`config.mk`:
```
export PLATFORM = sky130hd
export DESIGN_NAME = psg_noise_chan
export DESIGN_NICKNAME = d
export VERILOG_FILES = /design/src/rtl/psg_noise_pkg.sv /design/src/rtl/psg_noise_ctrl.sv /design/src/rtl/psg_noise_dp.sv /design/src/rtl/psg_noise_chan.sv
export SDC_FILE = /design/constraint.sdc
export NUM_CORES = 1
export LEC_CHECK = 0
export ABC_AREA = 1
export BUFFER_PORTS_ARGS = -buffer_cell sky130_fd_sc_hd__buf_2
export CORE_MARGIN = 10
export CORE_UTILIZATION = 55
export DETAILED_ROUTE_END_ITERATION = 6
export PLACE_DENSITY_LB_ADDON = 0.25
export SETUP_SLACK_MARGIN = 0.1
export SYNTH_ARGS = -nofsm -noshare
export SYNTH_HDL_FRONTEND = slang
export SYNTH_SLANG_ARGS = --single-unit
```
`constraint.sdc`:
```
create_clock -name clk -period 3.55 [get_ports clk]
set_input_delay 0.1775 -clock clk [delete_from_list [all_inputs] [get_ports clk]]
set_output_delay 0.1775 -clock clk [all_outputs]
set_load 0.05 [all_outputs]
```
`src/rtl/psg_noise_pkg.sv`:
```
package psg_noise_pkg;
  // Reload value for rate selector 0; selectors 1 and 2 double it each step.
  localparam int RATE_BASE = 16;

  typedef struct packed {
    logic shiftEn;   // step the register this cycle
    logic seedEn;    // reload the single-top-bit seed
    logic whiteMode; // feedback from tap parity instead of wrap-around
  } noiseStrobe_t;
endpackage

```
`src/rtl/psg_noise_ctrl.sv`:
```
module psg_noise_ctrl
  import psg_noise_pkg::*;
#(
  parameter int PERIOD_W = 10
) (
  input  logic                clk,
  input  logic                rst_n,
  input  logic [2:0]          ctrlVal,
  input  logic                ctrlWr,
  input  logic                tick,
  input  logic [PERIOD_W-1:0] tone2Period,
  output noiseStrobe_t        strobe,
  output logic                tglQ
);
  localparam int RATE_SEL_N = 3;

  logic [2:0]          ctrlReg;
  logic [PERIOD_W-1:0] cntQ;
  logic [PERIOD_W-1:0] cntDec;
  logic [PERIOD_W-1:0] reloadVal;
  logic [PERIOD_W-1:0] fixedRate [RATE_SEL_N];
  logic                expire;

  // Fixed reload values, one per selector code below 3.
  for (genvar g = 0; g < RATE_SEL_N; g++) begin : g_rate
    assign fixedRate[g] = PERIOD_W'(RATE_BASE << g);
  end

  always_comb begin
    if (ctrlReg[1:0] == 2'd3) reloadVal = tone2Period;
    else                      reloadVal = fixedRate[ctrlReg[1:0]];
  end

  assign cntDec = (cntQ == '0) ? '0 : cntQ - 1'b1;
  assign expire = tick && (cntDec == '0);

  always_comb begin
    strobe.shiftEn   = expire && !tglQ;
    strobe.seedEn    = ctrlWr;
    strobe.whiteMode = ctrlReg[2];
  end

  always_ff @(posedge clk or negedge rst_n) begin
    if (!rst_n) begin
      ctrlReg <= '0;
      cntQ    <= '0;
      tglQ    <= 1'b0;
    end else begin
      if (ctrlWr) ctrlReg <= ctrlVal;
      if (tick)   cntQ    <= expire ? reloadVal : cntDec;
      if (expire) tglQ    <= ~tglQ;
    end
  end
endmodule

```
`src/rtl/psg_noise_dp.sv`:
```
module psg_noise_dp
  import psg_noise_pkg::*;
#(
  parameter int               LFSR_W   = 16,
  parameter logic [LFSR_W-1:0] TAP_MASK = LFSR_W'(16'h0009)
) (
  input  logic              clk,
  input  logic              rst_n,
  input  noiseStrobe_t      strobe,
  output logic [LFSR_W-1:0] lfsrQ,
  output logic              noiseOut
);
  localparam logic [LFSR_W-1:0] SEED = {1'b1, {(LFSR_W-1){1'b0}}};

  logic feedBit;

  assign feedBit = strobe.whiteMode ? ^(lfsrQ & TAP_MASK) : lfsrQ[0];

  always_ff @(posedge clk or negedge rst_n) begin
    if (!rst_n) begin
      lfsrQ    <= SEED;
      noiseOut <= 1'b0;
    end else if (strobe.seedEn) begin
      lfsrQ    <= SEED;
    end else if (strobe.shiftEn) begin
      lfsrQ    <= {feedBit, lfsrQ[LFSR_W-1:1]};
      noiseOut <= lfsrQ[0];
    end
  end
endmodule

```
`src/rtl/psg_noise_chan.sv`:
```
module psg_noise_chan
  import psg_noise_pkg::*;
#(
  parameter int               PERIOD_W = 10,
  parameter int               LFSR_W   = 16,
  parameter logic [LFSR_W-1:0] TAP_MASK = LFSR_W'(16'h0009)
) (
  input  logic                clk,
  input  logic                rst_n,
  input  logic [2:0]          ctrlVal,
  input  logic                ctrlWr,
  input  logic                tick,
  input  logic [PERIOD_W-1:0] tone2Period,
  output logic                noiseOut
);
  noiseStrobe_t      strobe;
  logic              tglQ;
  logic [LFSR_W-1:0] lfsrQ;
  logic              shiftEn;
  logic              whiteMode;

  assign shiftEn   = strobe.shiftEn;
  assign whiteMode = strobe.whiteMode;

  psg_noise_ctrl #(.PERIOD_W(PERIOD_W)) u_ctrl (
    .clk(clk), .rst_n(rst_n), .ctrlVal(ctrlVal), .ctrlWr(ctrlWr),
    .tick(tick), .tone2Period(tone2Period), .strobe(strobe), .tglQ(tglQ)
  );

  psg_noise_dp #(.LFSR_W(LFSR_W), .TAP_MASK(TAP_MASK)) u_dp (
    .clk(clk), .rst_n(rst_n), .strobe(strobe), .lfsrQ(lfsrQ), .noiseOut(noiseOut)
  );
endmodule

```
==> flow_summary_export.csv <==
group,metric,value,unit
clocking,post_cts_buffers,0,
clocking,cts_tree,"yes",
worst_setup_path,critPathLaunch,"u_ctrl.cntQ[0]",
cells_and_area,final_nets,304,
worst_setup_path,crit_path_max_incr_delay,400,ps
worst_setup_path,cp_common_cell,"nor2_4",
clocking,clkTransAtPathRegs,100,ps
power_and_ir_drop,p_leak,1.11,nW
placement,dpl.hpwl,2970,um
global_routing,overflow,0,
clocking,cts_htree_levels,2,
cells_and_area,multi_input_area,975,um^2
placement,placed_cells,324,
worst_setup_path,criticalPathCategory,"reg2reg",
route,wirelength,3930,um
route,first_pass_iters,4,
synthesis,yosys_register_bits,31,
cells_and_area,final_util,62.4,%
synthesis,syn-cell-area,1910,um^2
synthesis,synthDistinctLibCells,26,
route,drtIter0Drc,90,
power_and_ir_drop,power.density,523,nW/um^2
sta,hold_ws,48.1,ps
synthesis,synthMuxAreaShare,0,%
cells_and_area,design_area,2080,um^2
floorplanning,initial_utilization,57.3,%
worst_setup_path,crit_slowest_cell,"dfrtp_1",
synthesis,seq_area_frac_synth,40.6,%
sta,setup_violations,0,
floorplanning,io_pins,18,
synthesis,synthXorXnorAreaFrac,0.458,%
power_and_ir_drop,p_sw,0.443,mW
placement,place_congestion,0.886,
cells_and_area,stdcell_count,333,
hold_path,min_from,"ctrlVal[1]",
sta,finalCriticalPeriod,2560,ps
synthesis,synth_fa_ha_area_share,0.654,%
worst_setup_path,cp_cell_sequence,"inv_1 -> ha_1 -> nand2_2 -> nor2_4 -> nand3_4 -> o21ai_0 -> nand3_2 -> nor2_4 -> nand4_2 -> nand3_1 -> nand2_1",
clocking,clock-sinks,31,
global_routing,antenna_found_initial,0,
global_routing,grt_pass1_wl,6720,um
synthesis,yosys_warnings,0,
sta,period_share,72.0,%
route,vias_per_cell,5.12,
cells_and_area,seq_area,777,um^2
synthesis,synth_top_family_by_area,"simple AND/OR/NAND/NOR gates",
cells_and_area,n_antenna_cell,0,
global_routing,grt_max_degree,37,
sta,rsz0062_at_grt,"no",
power_and_ir_drop,seqPwrFrac,42.9,%
sta,max_slew.worst_pin.slew,849,ps
clocking,insertion_delay,340,ps
floorplanning,die_h,79.0,um
route,antenna_left,0,
sta,finalClockSkew,11.4,ps
outcome,status,"completed",
power_and_ir_drop,power_frac_comb,35.3,%
run,max_cap_viol_count,0,
global_routing,grt_usage,13.2,%
sta,fmax,391,MHz
worst_setup_path,path_max_fanout,18,
floorplanning,die_x,79.0,um
hold_path,hp-class,"in2reg",
sta,tns,0,ps
synthesis,syn_avg_cell_area,7.13,um^2
floorplanning,rows,21,
floorplanning,core,3340,um^2
clocking,cts_buffers,5,
sta,hold_violations,0,
synthesis,yosysTopAreaCell,"dfrtp_1",
worst_setup_path,crit_path_start_kind,"register",
power_and_ir_drop,power.share.clock,21.8,%
clocking,ctsHoldBuffers,1,
synthesis,synth_top_area_share,39.3,%
cells_and_area,fillCellCount,307,
power_and_ir_drop,p_sw_share,40.7,%
placement,io_buffers,17,
power_and_ir_drop,cell_internal_pwr,0.645,mW
synthesis,syn_nets,286,
route,num_vias,1705,
clocking,postCtsResizedCells,0,
worst_setup_path,crit_required,3770,ps
worst_setup_path,critical_path_arrival,2770,ps
sta,slew_headroom,43.0,%
clocking,clock_path_buffers,2,
sta,slew_violations,0,
clocking,cts_root_buf,"clkbuf_4",
synthesis,synthSimpleGateAreaFrac,46.4,%
power_and_ir_drop,max-vdd-ir-drop,0.275,mV
floorplanning,die_area,6230,um^2
worst_setup_path,r2r-start,"u_ctrl.cntQ[0]",
global_routing,grt_pass1_vias,1595,
cells_and_area,syn2layout_area_growth,8.90,%
cells_and_area,drive_gt1_share,16.0,%
synthesis,synth_top_cells_by_area,"dfrtp_1 (39%), nand2_1 (17%), nand3_1 (14%)",
synthesis,syn_inst,268,
route,wl_per_cell,11.8,um
route,drc,0,
worst_setup_path,crit_path_end_kind,"register",
placement,dpl_cell_area,2000,um^2
synthesis,synth_compound_area_share,3.47,%
==> stage by stage <==
step / setup WS [ps] / total power, mW
finish: 993 / 1.09
global route: 700 / 1.17
CTS: 969 / 1.09
detailed placement: 1000 / 0.856
global placement: 1120 / 0.851
floorplan: 1480 / 0.762
==> cell families (layout without fill, tap and decap cells) <==
group / Yosys count / after routing
buffers and inverters: 36 / 55
DFF: 31 / 31
and+or+nand+nor: 186 / 186
adders and majority gates: 1 / 1
xor gates and xnor gates: 1 / 1
AOI/OAI and AO/OA: 13 / 13
==> path summary, 6_finish.rpt <==
kind | endpoint | slack (ps) | depth (start not counted)
min in group asynchronous | u_ctrl.cntQ[0] | 410 | 2
hold / removal | u_ctrl.ctrlReg[1] | 50 | 3
setup reg to reg | u_dp.lfsrQ[6] | 990 | 11
max in group asynchronous | u_dp.lfsrQ[7] | 2700 | 2
hold reg to reg | u_dp.noiseOut | 480 | 2
setup / recovery | u_dp.lfsrQ[6] | 990 | 11
==> flip-flops by register name, indices dropped and copies added, names as in the netlist <==
signal / cells
u_ctrl.tglQ: 1
u_ctrl.cntQ: 10
u_ctrl.ctrlReg: 3
u_dp.noiseOut: 1
u_dp.lfsrQ: 16
==> layout make-up <==
class / instances / share of cell area, %
multi-input cells: 201 / 46.8
flip-flops and latches: 31 / 37.3
inverters: 29 / 5.23
repair buffers: 18 / 4.57
clock buffers: 8 / 3.31
well taps: 46 / 2.76
==> synthesized netlist by cell type, drive strengths merged <==
cell     n
nand2   92
nand3   56
buf      5
o21ai    6
clkbuf   2
xor2     1
or2      1
a31oi    1
nand4    3
dfstp    1
clkinv   1
dfrtp   30
a21oi    6
ha       1
inv     28
nor2    33
nor3     1
==> critical path: cells and delay by family (launching register included) <==
family | cells | cell delay, ps
and+or+nand+nor | 8 | 1350
AOI/OAI and AO/OA | 1 | 230
DFF | 1 | 400
adders and majority gates | 1 | 300
buffers and inverters | 1 | 160
==> layout by cell type (no fill, tap or decap), drive strengths merged <==
cell type    Yosys  routed
nand2           92      92
nand3           56      56
nor2            33      33
dfrtp           30      30
inv             28      28
buf              5      17
clkbuf           2       8
o21ai            6       6
a21oi            6       6
nand4            3       3
xor2             1       1
nor3             1       1
clkinv           1       1
or2              1       1
a31oi            1       1
ha               1       1
dlygate4sd3      0       1
dfstp            1       1
==> power groups by stage <==
stage	combinational, mW	clock (mW)	sequential (mW)
floorplan	0.307	0	0.455
global placement	0.378	0	0.473
detailed placement	0.382	0	0.474
CTS	0.385	0.241	0.467
global route	0.441	0.255	0.474
finish	0.384	0.237	0.467
==> metal layers <==
metal / up-vias / part of all wire, % / global-route usage (%)
met5: - / 0 / 0
met4: 0 / 1.3 / 4.30
met3: 6 / 2.5 / 3.83
met2: 9 / 52 / 24.1
met1: 795 / 44 / 14.2
li1: 895 / - / -
No activity file was read; power rests on OpenSTA's default activity.
